### src/rtl/boot_sel_pkg.sv
`timescale 1ns/1ps
package boot_sel_pkg;
  localparam int STATUS_W = 8;
  localparam int SEC_BITS = 3;
  localparam int SEC_SEL_W = $clog2(SEC_BITS + 1);
  localparam logic [STATUS_W-1:0] STATUS_ERASED = '1;
  localparam logic [STATUS_W-1:0] STATUS_RUN    = '0;

  typedef struct packed {
    logic [STATUS_W-1:0] status;
    logic [SEC_BITS-1:0] sec;
    logic                clk6;
  } nv_state_t;

  function automatic logic straps_force(input logic fetch_n, input logic ext_acc, input logic latch_en);
    return !fetch_n && ext_acc && latch_en;
  endfunction
endpackage

### src/rtl/boot_rst_sync.sv
`timescale 1ns/1ps
module boot_rst_sync #(
  parameter int STAGES = 2
) (
  input  logic clk,
  input  logic por_n,
  input  logic rst_pin,
  output logic rst_fall
);
  logic [STAGES-1:0] sync_q;
  logic              prev_q;

  generate
    if (STAGES == 1) begin : g_one
      always_ff @(posedge clk or negedge por_n) begin
        if (!por_n) sync_q <= '1;
        else        sync_q <= rst_pin;
      end
    end else begin : g_chain
      always_ff @(posedge clk or negedge por_n) begin
        if (!por_n) sync_q <= '1;
        else        sync_q <= {sync_q[STAGES-2:0], rst_pin};
      end
    end
  endgenerate

  always_ff @(posedge clk or negedge por_n) begin
    if (!por_n) prev_q <= 1'b1;
    else        prev_q <= sync_q[STAGES-1];
  end

  assign rst_fall = prev_q && !sync_q[STAGES-1];

  AST_FALL_SINGLE: assert property (@(posedge clk) disable iff (!por_n)
    rst_fall |=> !rst_fall);
endmodule

### src/rtl/boot_nv_store.sv
`timescale 1ns/1ps
module boot_nv_store
  import boot_sel_pkg::*;
(
  input  logic                 clk,
  input  logic                 por_n,
  input  logic                 prog_status_stb,
  input  logic                 prog_sec_stb,
  input  logic [SEC_SEL_W-1:0] prog_sec_sel,
  input  logic                 prog_clk6_stb,
  input  logic                 erase_stb,
  output nv_state_t            state_q
);
  always_ff @(posedge clk or negedge por_n) begin
    if (!por_n)               state_q.status <= STATUS_ERASED;
    else if (erase_stb)       state_q.status <= STATUS_ERASED;
    else if (prog_status_stb) state_q.status <= STATUS_RUN;
  end

  generate
    for (genvar i = 0; i < SEC_BITS; i++) begin : g_sec
      always_ff @(posedge clk or negedge por_n) begin
        if (!por_n)         state_q.sec[i] <= 1'b0;
        else if (erase_stb) state_q.sec[i] <= 1'b0;
        else if (prog_sec_stb && prog_sec_sel == SEC_SEL_W'(i))
                            state_q.sec[i] <= 1'b1;
      end
    end
  endgenerate

  always_ff @(posedge clk or negedge por_n) begin
    if (!por_n)             state_q.clk6 <= 1'b0;
    else if (erase_stb)     state_q.clk6 <= 1'b0;
    else if (prog_clk6_stb) state_q.clk6 <= 1'b1;
  end

  AST_PROG_CLEARS: assert property (@(posedge clk) disable iff (!por_n)
    (prog_status_stb && !erase_stb) |=> state_q.status == STATUS_RUN);
  AST_ZERO_STICKY: assert property (@(posedge clk) disable iff (!por_n)
    (state_q.status == STATUS_RUN && !erase_stb) |=> state_q.status == STATUS_RUN);
  AST_ERASE_DEFAULT: assert property (@(posedge clk) disable iff (!por_n)
    erase_stb |=> (state_q.status == STATUS_ERASED && state_q.sec == '0 && !state_q.clk6));
  AST_SEC_STICKY: assert property (@(posedge clk) disable iff (!por_n)
    !erase_stb |=> ((state_q.sec & $past(state_q.sec)) == $past(state_q.sec)));
  AST_CLK6_STICKY: assert property (@(posedge clk) disable iff (!por_n)
    (state_q.clk6 && !erase_stb) |=> state_q.clk6);
endmodule

### src/rtl/boot_decide.sv
`timescale 1ns/1ps
module boot_decide
  import boot_sel_pkg::*;
#(
  parameter int              ADDR_W     = 16,
  parameter logic [ADDR_W-1:0] USER_VEC   = '0,
  parameter logic [ADDR_W-1:0] LOADER_VEC = 16'hFC00
) (
  input  logic                clk,
  input  logic                por_n,
  input  logic                rst_fall,
  input  logic [STATUS_W-1:0] status,
  input  logic                force_loader,
  output logic                boot_mode,
  output logic [ADDR_W-1:0]   start_addr,
  output logic                decide_pulse
);
  logic pick_loader;
  assign pick_loader = (status != STATUS_RUN) || force_loader;

  always_ff @(posedge clk or negedge por_n) begin
    if (!por_n) begin
      boot_mode    <= 1'b0;
      start_addr   <= USER_VEC;
      decide_pulse <= 1'b0;
    end else begin
      decide_pulse <= rst_fall;
      if (rst_fall) begin
        boot_mode  <= pick_loader;
        start_addr <= pick_loader ? LOADER_VEC : USER_VEC;
      end
    end
  end

  AST_HOLD_BETWEEN: assert property (@(posedge clk) disable iff (!por_n)
    !rst_fall |=> ($stable(boot_mode) && $stable(start_addr)));
  AST_NONZERO_LOADER: assert property (@(posedge clk) disable iff (!por_n)
    (rst_fall && status != STATUS_RUN) |=> (boot_mode && start_addr == LOADER_VEC));
  AST_FORCE_LOADER: assert property (@(posedge clk) disable iff (!por_n)
    (rst_fall && force_loader) |=> boot_mode);
endmodule

### src/rtl/boot_src_sel.sv
`timescale 1ns/1ps
module boot_src_sel
  import boot_sel_pkg::*;
#(
  parameter int                ADDR_W      = 16,
  parameter logic [ADDR_W-1:0] USER_VEC    = '0,
  parameter logic [ADDR_W-1:0] LOADER_VEC  = 16'hFC00,
  parameter int                SYNC_STAGES = 2
) (
  input  logic                 clk,
  input  logic                 por_n,
  input  logic                 rst_pin,
  input  logic                 strap_fetch_n,
  input  logic                 strap_ext_access,
  input  logic                 strap_latch_en,
  input  logic                 prog_status_stb,
  input  logic                 prog_sec_stb,
  input  logic [SEC_SEL_W-1:0] prog_sec_sel,
  input  logic                 prog_clk6_stb,
  input  logic                 erase_stb,
  output logic [STATUS_W-1:0]  status_rd,
  output logic [SEC_BITS-1:0]  sec_rd,
  output logic                 clk6_rd,
  output logic                 boot_mode,
  output logic [ADDR_W-1:0]    start_addr,
  output logic                 decide_pulse
);
  logic      rst_fall;
  logic      force_loader;
  nv_state_t nv_q;

  assign force_loader = straps_force(strap_fetch_n, strap_ext_access, strap_latch_en);

  boot_rst_sync #(.STAGES(SYNC_STAGES)) u_sync (
    .clk      (clk),
    .por_n    (por_n),
    .rst_pin  (rst_pin),
    .rst_fall (rst_fall)
  );

  boot_nv_store u_store (
    .clk             (clk),
    .por_n           (por_n),
    .prog_status_stb (prog_status_stb),
    .prog_sec_stb    (prog_sec_stb),
    .prog_sec_sel    (prog_sec_sel),
    .prog_clk6_stb   (prog_clk6_stb),
    .erase_stb       (erase_stb),
    .state_q         (nv_q)
  );

  boot_decide #(
    .ADDR_W     (ADDR_W),
    .USER_VEC   (USER_VEC),
    .LOADER_VEC (LOADER_VEC)
  ) u_decide (
    .clk          (clk),
    .por_n        (por_n),
    .rst_fall     (rst_fall),
    .status       (nv_q.status),
    .force_loader (force_loader),
    .boot_mode    (boot_mode),
    .start_addr   (start_addr),
    .decide_pulse (decide_pulse)
  );

  assign status_rd = nv_q.status;
  assign sec_rd    = nv_q.sec;
  assign clk6_rd   = nv_q.clk6;

  AST_USER_VECTOR: assert property (@(posedge clk) disable iff (!por_n)
    (rst_fall && nv_q.status == STATUS_RUN && !force_loader)
      |=> (!boot_mode && start_addr == USER_VEC));
  AST_PULSE_WITH_FALL: assert property (@(posedge clk) disable iff (!por_n)
    decide_pulse |-> $past(rst_fall));
endmodule

### config.mk
export PLATFORM = sky130hd
export DESIGN_NAME = boot_src_sel
export DESIGN_NICKNAME = d
export VERILOG_FILES = /design/src/rtl/boot_sel_pkg.sv /design/src/rtl/boot_rst_sync.sv /design/src/rtl/boot_nv_store.sv /design/src/rtl/boot_decide.sv /design/src/rtl/boot_src_sel.sv
export SDC_FILE = /design/constraint.sdc
export NUM_CORES = 1
export LEC_CHECK = 0
export BUFFER_PORTS_ARGS = -buffer_cell sky130_fd_sc_hd__buf_2
export CORE_MARGIN = 2
export CORE_UTILIZATION = 30
export DETAILED_ROUTE_END_ITERATION = 12
export PLACE_DENSITY = 0.62
export SLEW_MARGIN = 20
export SYNTH_ARGS = -nofsm -noshare
export SYNTH_HDL_FRONTEND = slang
export SYNTH_SLANG_ARGS = --single-unit
### constraint.sdc
create_clock -name clk -period 1.1 [get_ports clk]
set_input_delay 0.165 -clock clk [delete_from_list [all_inputs] [get_ports clk]]
set_output_delay 0.165 -clock clk [all_outputs]
set_load 0.02 [all_outputs]
==> results of run 1 <==
-- tightest hold or removal path, stage by stage --
cell	delay (ns)
buf_2	0.07
nor2_1	0.03
nor2_1	0.07
-- Yosys cell counts, drive strengths merged --
library cell,instances
a21o,1
a21oi,3
a2bb2oi,1
buf,23
conb,1
dfrtp,6
dfstp,4
inv,4
nand3b,3
nor2,2
nor2b,1
nor3b,1
or3b,1
-- worst paths after layout --
path | endpoint | slack (ns) | cells past startpoint
worst max-delay path | status_rd[0] | -0.09 | 1
worst min-delay path | u_store.state_q[0]$_DFFE_PN0P_ | 0.12 | 3
worst max register to register | u_decide.start_addr[14]$_DFFE_PN0P_ | 0.14 | 3
max in group asynchronous | u_store.state_q[10]$_DFFE_PN1P_ | 0.56 | 2
worst min register to register | u_sync.sync_q[1]$_DFF_PN1_ | 0.36 | 0
min in group asynchronous | u_store.state_q[2]$_DFFE_PN0P_ | 0.29 | 2
-- report_power, final --
group / total, mW / internal, mW / switching, mW
clock: 0.325 / 0.201 / 0.124
sequential: 0.416 / 0.398 / 0.0182
combinational: 0.241 / 0.0813 / 0.159
-- logic make-up (layout without fill, tap and decap cells) --
kind of cell / count (synthesis) / after routing / synth area share
flops: 10 / 10 / 0.481
buf+inv: 27 / 42 / 0.354
other cells: 1 / 10 / 0.00707
simple gates: 8 / 8 / 0.0991
compound gates: 5 / 5 / 0.0590
-- registers in the layout, summed over array words and instances, names as in the netlist --
| register | flops |
|---|---|
| u_decide.start_addr | 1 |
| u_decide.decide_pulse | 1 |
| u_sync.prev_q | 1 |
| u_sync.sync_q | 2 |
| u_store.state_q | 5 |
-- timing repair --
item / 4_1_cts / 5_1_grt
hold buffers: 2 / 0
endpoints found under the setup margin: 8 / 15
gates resized for setup: 0 / 3
setup buffers: 1 / 0
endpoints found under the hold margin: 11 / 0
-- metal layers --
layer | track usage | part of all wire | up-vias
met5 | 0 | 0 | -
met3 | 0.0353 | 0.11 | 0
met4 | 0.0514 | 0 | 0
met2 | 0.133 | 0.48 | 28
li1 | - | - | 176
met1 | 0.0976 | 0.41 | 172
-- metrics by stage --
step | power (mW) | cells | utilization | setup slack (ns) | hold slack [ns]
after floorplan | 0.651 | 60 | - | 0.122 | -0.131
after global placement | 0.649 | 85 | 0.336 | 0.191 | 0.0326
after detailed placement | 0.652 | 85 | 0.336 | 0.174 | 0.0386
after CTS | 0.999 | 92 | 0.374 | -0.0974 | 0.107
after global routing | 1.05 | 92 | 0.378 | -0.146 | 0.123
final | 0.981 | 92 | 0.378 | -0.0902 | 0.121
-- layout make-up --
cell class	count	area (um2)
clock buffer	4	36.3
fill	174	1050
inverter	4	15.0
multi-input combinational	23	121
sequential	10	256
tap	17	21.3
timing repair buffer	34	188
==> impl_metrics.env, run 1 <==
export IMPL_antenna_found_initial=0
export IMPL_cts_buffer_depth=2
export IMPL_synth_seq_cells=10
export IMPL_clk_pin_slew_ns=0.07
export IMPL_setup_ws_ns=-0.0902
export IMPL_min_period_over_period=1.08
export IMPL_drc=0
export IMPL_status="finished with violations"
export IMPL_synthTopCellsByArea="buf_4, dfrtp_1, dfstp_2, nand3b_1, a21oi_1"
export IMPL_synth_top_area_frac=0.325
export IMPL_peakVddDrop_v=0.000573
export IMPL_min_period_ns=1.19
export IMPL_clock_sinks=10
export IMPL_antennaDiodeCount=0
export IMPL_gp_congestion=0.600
export IMPL_synth_top_cell_by_area="buf_4"
export IMPL_dr_pass1_iters=3
export IMPL_avgSynthCellArea_um2=10.4
export IMPL_worstReg2RegStart="u_store.state_q[10]$_DFFE_PN1P_"
export IMPL_io_pins=42
export IMPL_critPathMaxFanout=9
export IMPL_port_buffers=31
export IMPL_final_common_cell="buf_2"
export IMPL_finalWirelength_um=793
export IMPL_dieArea_mm2=0.00212
export IMPL_fin_setup_tns_ns=-0.671
export IMPL_slew_violations=0
export IMPL_cap_violations=0
export IMPL_critical_path_class="reg -> out"
export IMPL_final_layout_size_suffix_gt1_frac=0.547
export IMPL_power_density_mw_per_mm2=1540
export IMPL_grt_max_degree=11
export IMPL_yosysUniqueCellTypes=13
export IMPL_vias_per_cell=4.09
export IMPL_cts_buffers=3
export IMPL_crit_path_start_kind="flop"
export IMPL_postPlaceCellArea_um2=568
export IMPL_rsz0062_at_grt="true"
export IMPL_hold_path_class="in -> reg"
export IMPL_netlist_instances=51
export IMPL_grt_total_usage=0.0858
export IMPL_drt_initial_drc_count=1
export IMPL_slowest_delay_ns=0.59
export IMPL_required_ns=0.94
export IMPL_path_cells="buf_2"
export IMPL_dp_hpwl_um=628
export IMPL_crit_family="flip-flops"
export IMPL_critPathCaptureType="output port"
export IMPL_die_y_um=46.1
export IMPL_overflow=0
export IMPL_skew_ns=0.0000968
export IMPL_setup_viol=8
export IMPL_yosys_warnings=0
export IMPL_cp_arrival_ns=1.03
export IMPL_grt_pass1_vias=302
export IMPL_cts_max_level=1
export IMPL_startpoint="u_store.state_q[10]$_DFFE_PN1P_"
export IMPL_clock_latency_ns=0.26
export IMPL_final_nets=88
export IMPL_crit_path_top_delay_cell="dfstp_2"
export IMPL_path_buf_inv=1
export IMPL_placementRows=15
export IMPL_core_area_mm2=0.00169
export IMPL_netlist_area_um2=531
export IMPL_area_delta_synth_final_pct=20.3
export IMPL_cts_root_buf="clkbuf_4"
export IMPL_total_leakage_power_nw=0.340
export IMPL_fp_dieW_um=46.1
export IMPL_initial_core_util=0.314
export IMPL_via_count=376
export IMPL_final_cell_mix="buf_2, conb_1, dfrtp_1"
export IMPL_grt_pass1_wl_um=1240
export IMPL_finalHoldViolCount=0
export IMPL_violations="setup timing"
export IMPL_wl_per_cell_um=8.62
export IMPL_holdCritStartpoint="prog_clk6_stb"
export IMPL_cts_tree="done"
export IMPL_synth_seq_area_share=0.481
export IMPL_fmax_mhz=840
export IMPL_final_cell_area_um2=638
export IMPL_ant_nets=0
No activity file was read; power rests on OpenSTA's default activity.
==> inputs of run 2 (changes only) <==
PLACE_DENSITY = 0.61   (was 0.62)
RECOVER_POWER = 50   (was default)
SYNTH_HIERARCHICAL = 1   (was default)
==> run 2 against run 1 <==
Net effect:
- the run still ends with setup timing left
- clock-buffer cell count is the same
- global-route usage rose by 0.41 points
- first-iteration DRC count unchanged
- fmax is 0.96% higher
- utilization did not move
- cell count is 12% higher
- clock power fell by 21%
- die area grew 4.7%
- total power down 16%
- synthesized cell count is 5.9% higher
- critical path type unchanged
- largest cell class unchanged
- largest power group unchanged
==> impl_metrics.env, run 2 <==
export IMPL_yosysUniqueCellTypes=15
export IMPL_fmax_mhz=848
export IMPL_final_cell_mix="buf_2, conb_1, dfrtp_1"
export IMPL_ff2ff_path_depth=3
export IMPL_synthMuxAreaShare=0
export IMPL_top_regs="u_store/state_q: 5 flops, u_sync/sync_q: 2 flops"
export IMPL_cts_buffers=3
export IMPL_grt_total_usage=0.0899
export IMPL_io_pins=42
export IMPL_rsz0062_at_grt="true"
export IMPL_final_cell_count_no_fill=103
export IMPL_place_ws_ns=0.0134
export IMPL_gp_congestion=0.602
export IMPL_synthAdderAreaFrac=0
export IMPL_setup_viol=8
export IMPL_cts_tree="done"
export IMPL_netlist_instances=54
export IMPL_crit_path_start_kind="flop"
export IMPL_final_nets=91
export IMPL_avgSynthCellArea_um2=10.3
export IMPL_worstSetupPathDepth=1
export IMPL_synth_top_family_by_area="buffers and inverters"
export IMPL_dp_hpwl_um=673
export IMPL_synth_ff_type="dfrtp_1"
export IMPL_cts_root_buf="clkbuf_4"
export IMPL_finalHoldViolCount=0
export IMPL_fp_dieW_um=47.1
export IMPL_crit_path_top_delay_cell="dfstp_2"
export IMPL_status="finished with violations"
export IMPL_vias_per_cell=3.75
export IMPL_place_inst=96
export IMPL_grt_max_degree=11
export IMPL_slew_headroom=0.647
export IMPL_largest_register_ffs=5
export IMPL_grt_pass1_wl_um=1280
export IMPL_violations="setup timing"
export IMPL_cap_violations=0
export IMPL_synthTopCellsByArea="buf_4, dfrtp_1, dfstp_2, a21oi_1, inv_1"
export IMPL_cts_max_level=1
export IMPL_drt_initial_drc_count=1
export IMPL_initial_core_util=0.320
export IMPL_cp_arrival_ns=1.01
export IMPL_synth_top_area_frac=0.309
export IMPL_path_cells="buf_2"
export IMPL_total_leakage_power_nw=0.334
export IMPL_power_density_mw_per_mm2=1250
export IMPL_worstReg2RegStart="u_sync/prev_q$_DFF_PN1_"
export IMPL_min_period_ns=1.18
export IMPL_tightest_slew_ns=0.529
export IMPL_startpoint="u_store/state_q[10]$_DFFE_PN1P_"
export IMPL_slew_violations=0
export IMPL_grt_pass1_vias=322
export IMPL_synth_seq_cells=10
export IMPL_async_flop_share=1.00
export IMPL_path_buf_inv=1
export IMPL_core_area_mm2=0.00175
export IMPL_top_register="u_store/state_q"
export IMPL_drc=0
export IMPL_critPathMaxFanout=9
export IMPL_antenna_found_initial=0
export IMPL_total_power_mw=0.825
export IMPL_die_y_um=47.1
export IMPL_synth_top_cell_by_area="buf_4"
export IMPL_placementRows=15
export IMPL_synth_seq_area_share=0.457
export IMPL_synth_edf_count=0
export IMPL_critical_path_class="reg -> out"
export IMPL_clk_pin_slew_ns=0.07
export IMPL_cts_buffer_depth=2
export IMPL_clock_latency_ns=0.26
export IMPL_overflow=0
export IMPL_setup_ws_ns=-0.0789
export IMPL_port_buffers=31
export IMPL_clock_sinks=10
export IMPL_dieArea_mm2=0.00222
export IMPL_min_period_over_period=1.07
export IMPL_hold_path_class="in -> reg"
export IMPL_endpoint="status_rd[6]"
export IMPL_final_common_cell="buf_2"
export IMPL_ant_nets=0
export IMPL_peakVddDrop_v=0.000768
export IMPL_area_delta_synth_final_pct=18.2
export IMPL_yosys_area_share_simple=0.148
export IMPL_finalWirelength_um=846
export IMPL_netlist_top_cells_count="buf_4, dfrtp_1, dfstp_2, inv_1, nor2_1"
export IMPL_nFillCells=193
export IMPL_slowest_delay_ns=0.58
export IMPL_crit_family="flip-flops"
export IMPL_via_count=386
export IMPL_synth_compound_area_frac=0.0516
export IMPL_rrSetupSlack_ns=0.02
export IMPL_critPathCaptureType="output port"
export IMPL_required_ns=0.94
export IMPL_reg2reg_to="u_decide/start_addr[14]$_DFFE_PN0P_"
export IMPL_skew_ns=0.00863
export IMPL_fin_util=0.378
export IMPL_synthXorXnorAreaFrac=0
export IMPL_yosys_warnings=6
export IMPL_antennaDiodeCount=0
export IMPL_netlist_area_um2=558
export IMPL_wl_per_cell_um=8.21
export IMPL_synth_most_common_cell="buf_4"
export IMPL_final_layout_size_suffix_gt1_frac=0.526
export IMPL_dr_pass1_iters=2
run 2: cell count changes in the layout (fill, tap and decap cells not counted):
cell / delta
nor4_1: +1
a2bb2oi_1: -1
nor4b_2: +1
clkbuf_1: +2
nor2b_4: +1
and3b_1: +1
clkbuf_8: -1
nand3b_1: -1
buf_2: +1
nor2b_1: -1
buf_4: -2
nor2_1: +2
nor3b_1: -1
a31oi_1: +1
run 2: final cells by class:
cell class | instances | area (um2) | share of cell area
Multi-Input combinational cell | 26 | 149 | 0.226
Clock buffer | 4 | 26.3 | 0.0398
Tap cell | 25 | 31.3 | 0.0474
Sequential cell | 10 | 256 | 0.389
Inverter | 4 | 15.0 | 0.0228
Timing Repair Buffer | 34 | 181 | 0.275
run 2: how the worst min path moves through the flow:
stage / start / to / slack, ns / depth (start not counted)
after floorplan: por_n / u_decide/decide_pulse$_DFF_PN0_ / -0.13 / 0
final: prog_clk6_stb / u_store/state_q[0]$_DFFE_PN0P_ / 0.12 / 3
after global placement: por_n / u_store/state_q[0]$_DFFE_PN0P_ / 0.03 / 1
after CTS: prog_clk6_stb / u_store/state_q[0]$_DFFE_PN0P_ / 0.11 / 3
after global routing: prog_clk6_stb / u_store/state_q[0]$_DFFE_PN0P_ / 0.11 / 3
after detailed placement: por_n / u_decide/decide_pulse$_DFF_PN0_ / 0.04 / 1
run 2: cell families after synthesis:
group                  count (synthesis)
buffers and inverters                 27
flip-flops                            10
AO/OA/AOI/OAI                          5
AND/OR/NAND/NOR                       11
other                                  1
run 2: routing by layer:
layer	vias to the layer above	global-route usage	share of wire	wire length (um)
li1	186	-	-	-
met1	176	0.0757	0.37	309
met2	24	0.159	0.54	453
met3	0	0.0692	0.098	83
met4	0	0.0333	0	0
met5	-	0	0	0
run 2: through the flow:
stage | hold WS (ns) | instance area, um2 | TNS [ns]
4_1_cts | 0.112 | 659 | -0.762
3_3_place_gp | 0.0318 | 606 | 0
5_1_grt | 0.113 | 659 | -1.13
6_report | 0.119 | 659 | -0.614
3_5_place_dp | 0.0382 | 606 | 0
2_1_floorplan | -0.131 | 592 | -0.00349
run 2: power by group:
part,total (mW),switching [mW],internal [mW]
logic,0.165,0.109,0.0552
clock network,0.257,0.117,0.140
registers,0.403,0.0108,0.392
run 2: what timing repair did:
action | CTS | global route
hold endpoints to repair | 11 | 0
endpoints found under the setup margin | 8 | 16
resized for setup | 0 | 1
hold buffers | 2 | 0
buffers inserted | 1 | 0
pin swaps | 0 | 0
